### config.mk
export PLATFORM = sky130hd
export DESIGN_NAME = updown_pwm
export DESIGN_NICKNAME = d
export VERILOG_FILES = /design/src/rtl/updown_pwm.sv
export SDC_FILE = /design/constraint.sdc
export NUM_CORES = 1
export LEC_CHECK = 0
export ABC_AREA = 1
export CAP_MARGIN = 5
export CORE_MARGIN = 3
export CORE_UTILIZATION = 50
export DETAILED_ROUTE_END_ITERATION = 8
export HOLD_SLACK_MARGIN = 0.06
export PLACE_DENSITY = 0.75
export SYNTH_ARGS = -nofsm -noshare
export SYNTH_HDL_FRONTEND = slang
export SYNTH_SLANG_ARGS = --single-unit
### constraint.sdc
create_clock -name clk -period 3.95 [get_ports clk]
set_input_delay 0.79 -clock clk [delete_from_list [all_inputs] [get_ports clk]]
set_output_delay 0.79 -clock clk [all_outputs]
set_load 0.02 [all_outputs]
### src/rtl/updown_pwm.sv
module updown_pwm #(
  parameter int CW = 16,
  parameter int PSW = 3,
  parameter int NW = 4,
  parameter logic [CW-1:0] PRD_RST = 16'd6000,
  parameter logic [CW-1:0] CMP_RST = 16'd3000,
  parameter logic [PSW-1:0] DIV_RST = 3'd2,
  parameter logic [NW-1:0] N_RST = 4'd3
) (
  input  logic          clk,
  input  logic          rst_n,
  input  logic          wr_en,
  input  logic [1:0]    wr_addr,
  input  logic [CW-1:0] wr_data,
  output logic          pwm_a,
  output logic          pwm_b,
  output logic          zero_evt,
  output logic          prd_evt,
  output logic          irq
);
  localparam int PCW = (1 << PSW) - 1;

  logic [CW-1:0] prd_sh, cmp_sh, prd_act, cmp_act, cnt;
  logic [PSW-1:0] s1, s2;
  logic [PCW-1:0] c1, c2, m1, m2;
  logic [NW-1:0] nsel, zcnt;
  logic up, acted;

  wire wr_div = wr_en && wr_addr == 2'd2;
  assign m1 = ~({PCW{1'b1}} << s1);
  assign m2 = ~({PCW{1'b1}} << s2);
  wire tick1 = c1 == m1;
  wire tb_tick = tick1 && c2 == m2;
  wire zero_tick = tb_tick && cnt == '0;
  wire peak_tick = tb_tick && up && cnt != '0 && cnt == prd_act;
  wire match = tb_tick && cmp_act != '0 && cmp_act < prd_act && cnt == cmp_act;

  always_ff @(posedge clk) begin
    if (!rst_n) begin
      prd_sh <= PRD_RST;
      cmp_sh <= CMP_RST;
      s1 <= DIV_RST;
      s2 <= DIV_RST;
      nsel <= N_RST;
    end else if (wr_en) begin
      case (wr_addr)
        2'd0: prd_sh <= wr_data;
        2'd1: cmp_sh <= wr_data;
        2'd2: begin
          s1 <= wr_data[PSW-1:0];
          s2 <= wr_data[2*PSW-1:PSW];
        end
        default: nsel <= wr_data[NW-1:0];
      endcase
    end
  end

  always_ff @(posedge clk) begin
    if (!rst_n || wr_div) begin
      c1 <= '0;
      c2 <= '0;
    end else begin
      c1 <= tick1 ? '0 : c1 + 1'b1;
      if (tb_tick) c2 <= '0;
      else if (tick1) c2 <= c2 + 1'b1;
    end
  end

  always_ff @(posedge clk) begin
    if (!rst_n) begin
      cnt <= '0;
      up <= 1'b1;
      prd_act <= PRD_RST;
      cmp_act <= CMP_RST;
    end else if (tb_tick) begin
      if (cnt == '0) begin
        prd_act <= prd_sh;
        cmp_act <= cmp_sh;
        up <= 1'b1;
        cnt <= (prd_sh != '0) ? CW'(1) : '0;
      end else if (up && cnt >= prd_act) begin
        up <= 1'b0;
        cnt <= cnt - 1'b1;
      end else begin
        cnt <= up ? cnt + 1'b1 : cnt - 1'b1;
      end
    end
  end

  always_ff @(posedge clk) begin
    if (!rst_n) begin
      pwm_a <= 1'b0;
      pwm_b <= 1'b0;
      acted <= 1'b0;
    end else if (match) begin
      pwm_a <= up;
      pwm_b <= !up;
      acted <= 1'b1;
    end
  end

  always_ff @(posedge clk) begin
    if (!rst_n) begin
      zero_evt <= 1'b0;
      prd_evt <= 1'b0;
      irq <= 1'b0;
      zcnt <= '0;
    end else begin
      zero_evt <= zero_tick;
      prd_evt <= peak_tick;
      irq <= 1'b0;
      if (zero_tick) begin
        if (nsel != '0 && zcnt + 1'b1 >= nsel) begin
          zcnt <= '0;
          irq <= 1'b1;
        end else begin
          zcnt <= zcnt + 1'b1;
        end
      end
    end
  end

  AST_OUT_COMPL: assert property (@(posedge clk) disable iff (!rst_n) acted |-> pwm_a != pwm_b);
  AST_CNT_BOUND: assert property (@(posedge clk) disable iff (!rst_n) cnt <= prd_act);
  AST_CMP_AT_ZERO: assert property (@(posedge clk) disable iff (!rst_n) !$stable(cmp_act) |-> zero_evt);
  AST_PRD_AT_ZERO: assert property (@(posedge clk) disable iff (!rst_n) !$stable(prd_act) |-> zero_evt);
  AST_IRQ_ON_ZERO: assert property (@(posedge clk) disable iff (!rst_n) irq |-> zero_evt);
  AST_EVT_APART: assert property (@(posedge clk) disable iff (!rst_n) !(zero_evt && prd_evt));
endmodule

[After elaboration in Yosys (flattened, before gate mapping)]
Cells that the tools add are included.
Storage, ports and cells
  flip-flop bits (word level): 114
  latch bits: 0
  RAM bits: 0
  bits in read-only memories: 0
  input bits: 21
  output and inout port bits: 5
  logic and storage cells: 75
  memories: 0
Operators by class
  add/subtract/negate cells: 5
  multiply operators: 0
  divide/modulo/power cells: 0
  magnitude comparators: 3
  equality and inequality tests: 6
  shift operators: 2
  muxes and demuxes: 8
  bitwise gates (word level): 3
  reduce and logical (&&, ||, !) cells: 31
Operators with widths (count)
  two-way mux 16 bit: 3
  nonzero test 16 bit: 3
  == test 16 bit: 2
  adder 16 x 1 -> 16 bit (second input constant): 1
  greater-or-equal comparator 16 bit: 1
  logical NOT 16 bit: 1
  < comparator 16 bit: 1
  subtractor 16 x 1 -> 16 bit (second input constant): 1
  adder 7 x 1 -> 7 bit (second input constant): 2
  == test 7 bit: 2
  inverter 7 bit: 2
  AND reduction 2 bit: 7
  left shift 7 x 3 -> 7 bit (first input constant): 2
  logical AND 1 bit: 11
  adder 4 x 1 -> 4 bit (second input constant): 1
  greater-or-equal comparator 4 bit: 1
  two-way mux 1 bit: 4
  two-way mux 4 bit: 1
  nonzero test 4 bit: 1
  OR reduction 2 bit: 2
  OR reduction 3 bit: 1
  == test 2 x 1 -> 1 bit (second input constant): 1
  == test 2 bit (second input constant): 1
  logical NOT 1 bit: 2
  4 further kinds: 4

[Depth between registers and ports, before layout]
  depth in word-level cells: 7
  depth in mapped cells: 15
  mapped depth without buffers: 14

[Least setup slack after synthesis]
Ideal clock, no wire load.
  path type: input port to flip-flop
  start point: input port wr_addr[0]
  end point: register cmp_sh[12]
  library setup time: 0.128 ns
  data arrival time: 1.893 ns
  required time: 3.822 ns
  slack: 1.929 ns
  stages on the path: 6
  buffers on the path: 1
  cells stage by stage: inv_1 -> nor3_1 -> inv_1 -> clkbuf_1 -> o21ai_0 -> a21oi_1
Between the ends
  cells in the longest elaborated chain, start to end: 2
Ends and longest elaborated chain
  from (decl): RTL line 13  | input logic [1:0] wr_addr,
  == test 2 x 1 -> 1 bit: RTL line 46  | case (wr_addr)
  AND reduction 2 bit (no source line)
  to (signal assigned): RTL line 48  | 2'd1: cmp_sh <= wr_data;
  to (decl): RTL line 23  | logic [CW-1:0] prd_sh, cmp_sh, prd_act, cmp_act, cnt;
Every way passes these cells.
A chain may end at the register's enable or synchronous reset.

[Worst setup path in the final report]
  start point: register cnt[10]
  end point: register cnt[2]
Between the ends
  cells in the longest elaborated chain, start to end: 4
  elaborated cells between the ends (all ways): 5
  classes of those cells: order compare: 1; mux: 2; reduce/logical: 2
Ends and longest elaborated chain
  from (decl): RTL line 23
  from (signal assigned): RTL line 80  | cnt <= (prd_sh != '0) ? CW'(1) : '0;
  from (signal assigned): RTL line 83  | cnt <= cnt - 1'b1;
  from (signal assigned): RTL line 85  | cnt <= up ? cnt + 1'b1 : cnt - 1'b1;
  greater-or-equal comparator 16 bit: RTL line 81  | end else if (up && cnt >= prd_act) begin
  logical AND 1 bit: RTL line 81
  two-way mux 16 bit: RTL line 81
  two-way mux 16 bit (*): RTL line 76  | if (cnt == '0) begin
Every way passes the cells marked *; elsewhere a longest branch is shown, timed or not.

==> flow_metrics.tcl <==
set metrics [dict create \
    n_antenna_cell 0 \
    grt_pass1_vias 5846 \
    routed_wirelength_um 16890 \
    ant_nets 0 \
    start_kind "flop" \
    first_pass_iters 5 \
    fin_crit_sh_pct 69.00 \
    grt_max_degree 48 \
    ys_seq_area_share_pct 33.88 \
    core_area_mm2 0.01288 \
    via_count 6295 \
    path_max_fanout 14 \
    rsz0062_at_grt "false" \
    drcViolationCount 0 \
    fin_crit_ns 2.726 \
    netlist_area_mm2 0.006735 \
    cap_violations 0 \
    die-area_mm2 0.01490 \
    postCtsSetupBuffers 0 \
    dp.cells 1162 \
    grt_overflow 0 \
    syn_area_per_cell_um2 6.776 \
    dieWidth_um 122.1 \
    cts_inserted_buffers 17 \
    final_layout_size_suffix_gt1_share_pct 6.947 \
    clk_transition_reported_paths_ns 0.05 \
    num-fill-cells 1171 \
    portBuffers 25 \
    tns_ns 0 \
    post_drt_via_cell_ratio 5.272 \
    finalMaxSlewViolations 0 \
    rows 41 \
    ys_ff_latch 114 \
    synth-edff-count 0 \
    cellPowerDensity_mw_per_mm2 381.3 \
    areaGrowthSynthToFinish_pct 13.86 \
    end_kind "flop" \
    cts_resized 0 \
    synth-async-reset-ratio_pct 0 \
    route.detailed.wl_per_inst_um 14.15 \
    clock_skew_ns 0.008159 \
    final_nets 1071 \
    htreeDepth 4 \
    clockRootBuffer "clkbuf_16" \
    clkLatencyLatePin_ns 0.42 \
    grt_usage_pct 24.15 \
    hold_viol_final 0 \
    peakVddDrop_uv 298.0 \
    crit_type "flop to flop" \
    cts_hold_buf 0 \
    rr_worst_depth 13 \
    ios 26 \
    syn_inst 994 \
    slew_headroom_pct 43.21 \
    ys.flop_type "dfxtp_1" \
    cts.sinks 114 \
    place.detailed.hpwl_um 12020 \
    cts_tree "done" \
    required_ns 4.29 \
    cts_buffer_depth 2 \
    final_cell_mix "nand2_1, inv_1, dfxtp_1" \
    die_h_um 122.1 \
    place.gp.congestion 0.9228 \
    final_common_cell "nand2_1" \
    stdcell_count 1194 \
    yosys_warnings 0 \
    syn-num-nets 1056 \
    worst_slew_pin_slew_ns 0.8408 \
    synthDistinctLibCells 38 \
    crit_arrival_ns 3.06 \
    antenna_found_initial 0 \
    start_util_pct 52.31 \
    finalSetupViolations 0 \
    p_leak_nw 3.506 \
    fmax_mhz 366.9 \
    status "completed" \
    grt_pass1_wl_um 28520 \
    drt_iter0_drc 597 \
    hold_path_depth 2 \
    hp-class "flop to flop" \
]
cells in the mapped netlist, types with 5 or more instances:
| master | n | area share (%) |
|---|---|---|
| clkbuf_1 | 19 | 1.1 |
| inv_1 | 119 | 6.6 |
| nand4_1 | 25 | 2.3 |
| xor2_1 | 26 | 3.4 |
| o22ai_2 | 9 | 1.7 |
| nor2_1 | 98 | 5.5 |
| nor4_1 | 5 | 0.46 |
| buf_2 | 11 | 0.82 |
| o21ai_0 | 34 | 2.5 |
| dfxtp_1 | 114 | 34 |
| xnor2_1 | 6 | 0.78 |
| ha_1 | 41 | 7.6 |
| nor3_1 | 9 | 0.67 |
| nand2_1 | 276 | 15 |
| nand3_1 | 82 | 6.1 |
| a21oi_1 | 71 | 5.3 |
critical path: stages, from the launching register on:
cell,delay [ns]
dfxtp_1,0.61
ha_1,0.32
nand2_1,0.07
nor2_1,0.09
nand2_1,0.10
nor2_1,0.05
nand2_1,0.09
nand2_1,0.06
nor2_1,0.11
buf_4,0.22
nand3_1,0.45
nand2_1,0.24
nand3_1,0.09
a21oi_1,0.12
cell type report:
cell class / count / area (um^2) / share of cell area (%)
clock buffers: 19 / 442.9 / 5.776
clock inverters: 13 / 158.9 / 2.072
inverters: 127 / 479.2 / 6.249
multi-input cells: 718 / 3795 / 49.49
flip-flops and latches: 114 / 2282 / 29.76
well taps: 172 / 215.2 / 2.806
repair buffers: 31 / 295.3 / 3.851
routing by layer:
layer	track usage [%]	share of wire, %	wire length (um)
met1	30.76	45	7652
met2	39.99	47	7867
met3	5.896	5.7	960
met4	8.397	2.4	412
met5	0	0	0
through the flow:
stage	instance area (um^2)	worst slack [ns]	hold slack [ns]	util, %	total power [mW]
finish	7669	1.224	0.4613	59.56	2.924
CTS	7669	1.248	0.4618	59.56	2.940
global placement	7067	1.164	0.4410	54.88	1.377
global route	7669	1.007	0.4826	59.56	3.023
detailed placement	7067	1.133	0.4473	54.88	1.379
floorplan	6735	1.929	0.4245	-	1.325
state kept, by name, summed over array words and instances, names as in the netlist, 4 cells and up:
signal and flops:
c1 7, c2 7, cmp_sh 16, zcnt 4, cnt 16, prd_sh 16
nsel 4, prd_act 16, cmp_act 16
power by group:
| group | total [mW] | internal [mW] | switching (mW) |
|---|---|---|---|
| registers | 1.20 | 1.18 | 0.0210 |
| clock network | 1.57 | 1.01 | 0.563 |
| logic | 0.157 | 0.0595 | 0.0980 |
cell families after synthesis:
logic type      synth area share [%]
compound gates                 10.92
xor+xnor                       4.161
flops                          33.88
simple gates                   33.64
buf+inv                        9.771
fa+ha+maj                      7.617
final timing paths:
check                                             from                endpoint  slack [ns]
worst max-delay path              cnt[10]$_SDFFE_PN0P_     cnt[2]$_SDFFE_PN0P_        1.22
worst min-delay path            cmp_sh[9]$_SDFFE_PN1P_  cmp_sh[9]$_SDFFE_PN1P_        0.46
worst min register to register  cmp_sh[9]$_SDFFE_PN1P_  cmp_sh[9]$_SDFFE_PN1P_        0.46
worst max register to register    cnt[10]$_SDFFE_PN0P_     cnt[2]$_SDFFE_PN0P_        1.22
No activity file was read; power rests on OpenSTA's default activity.
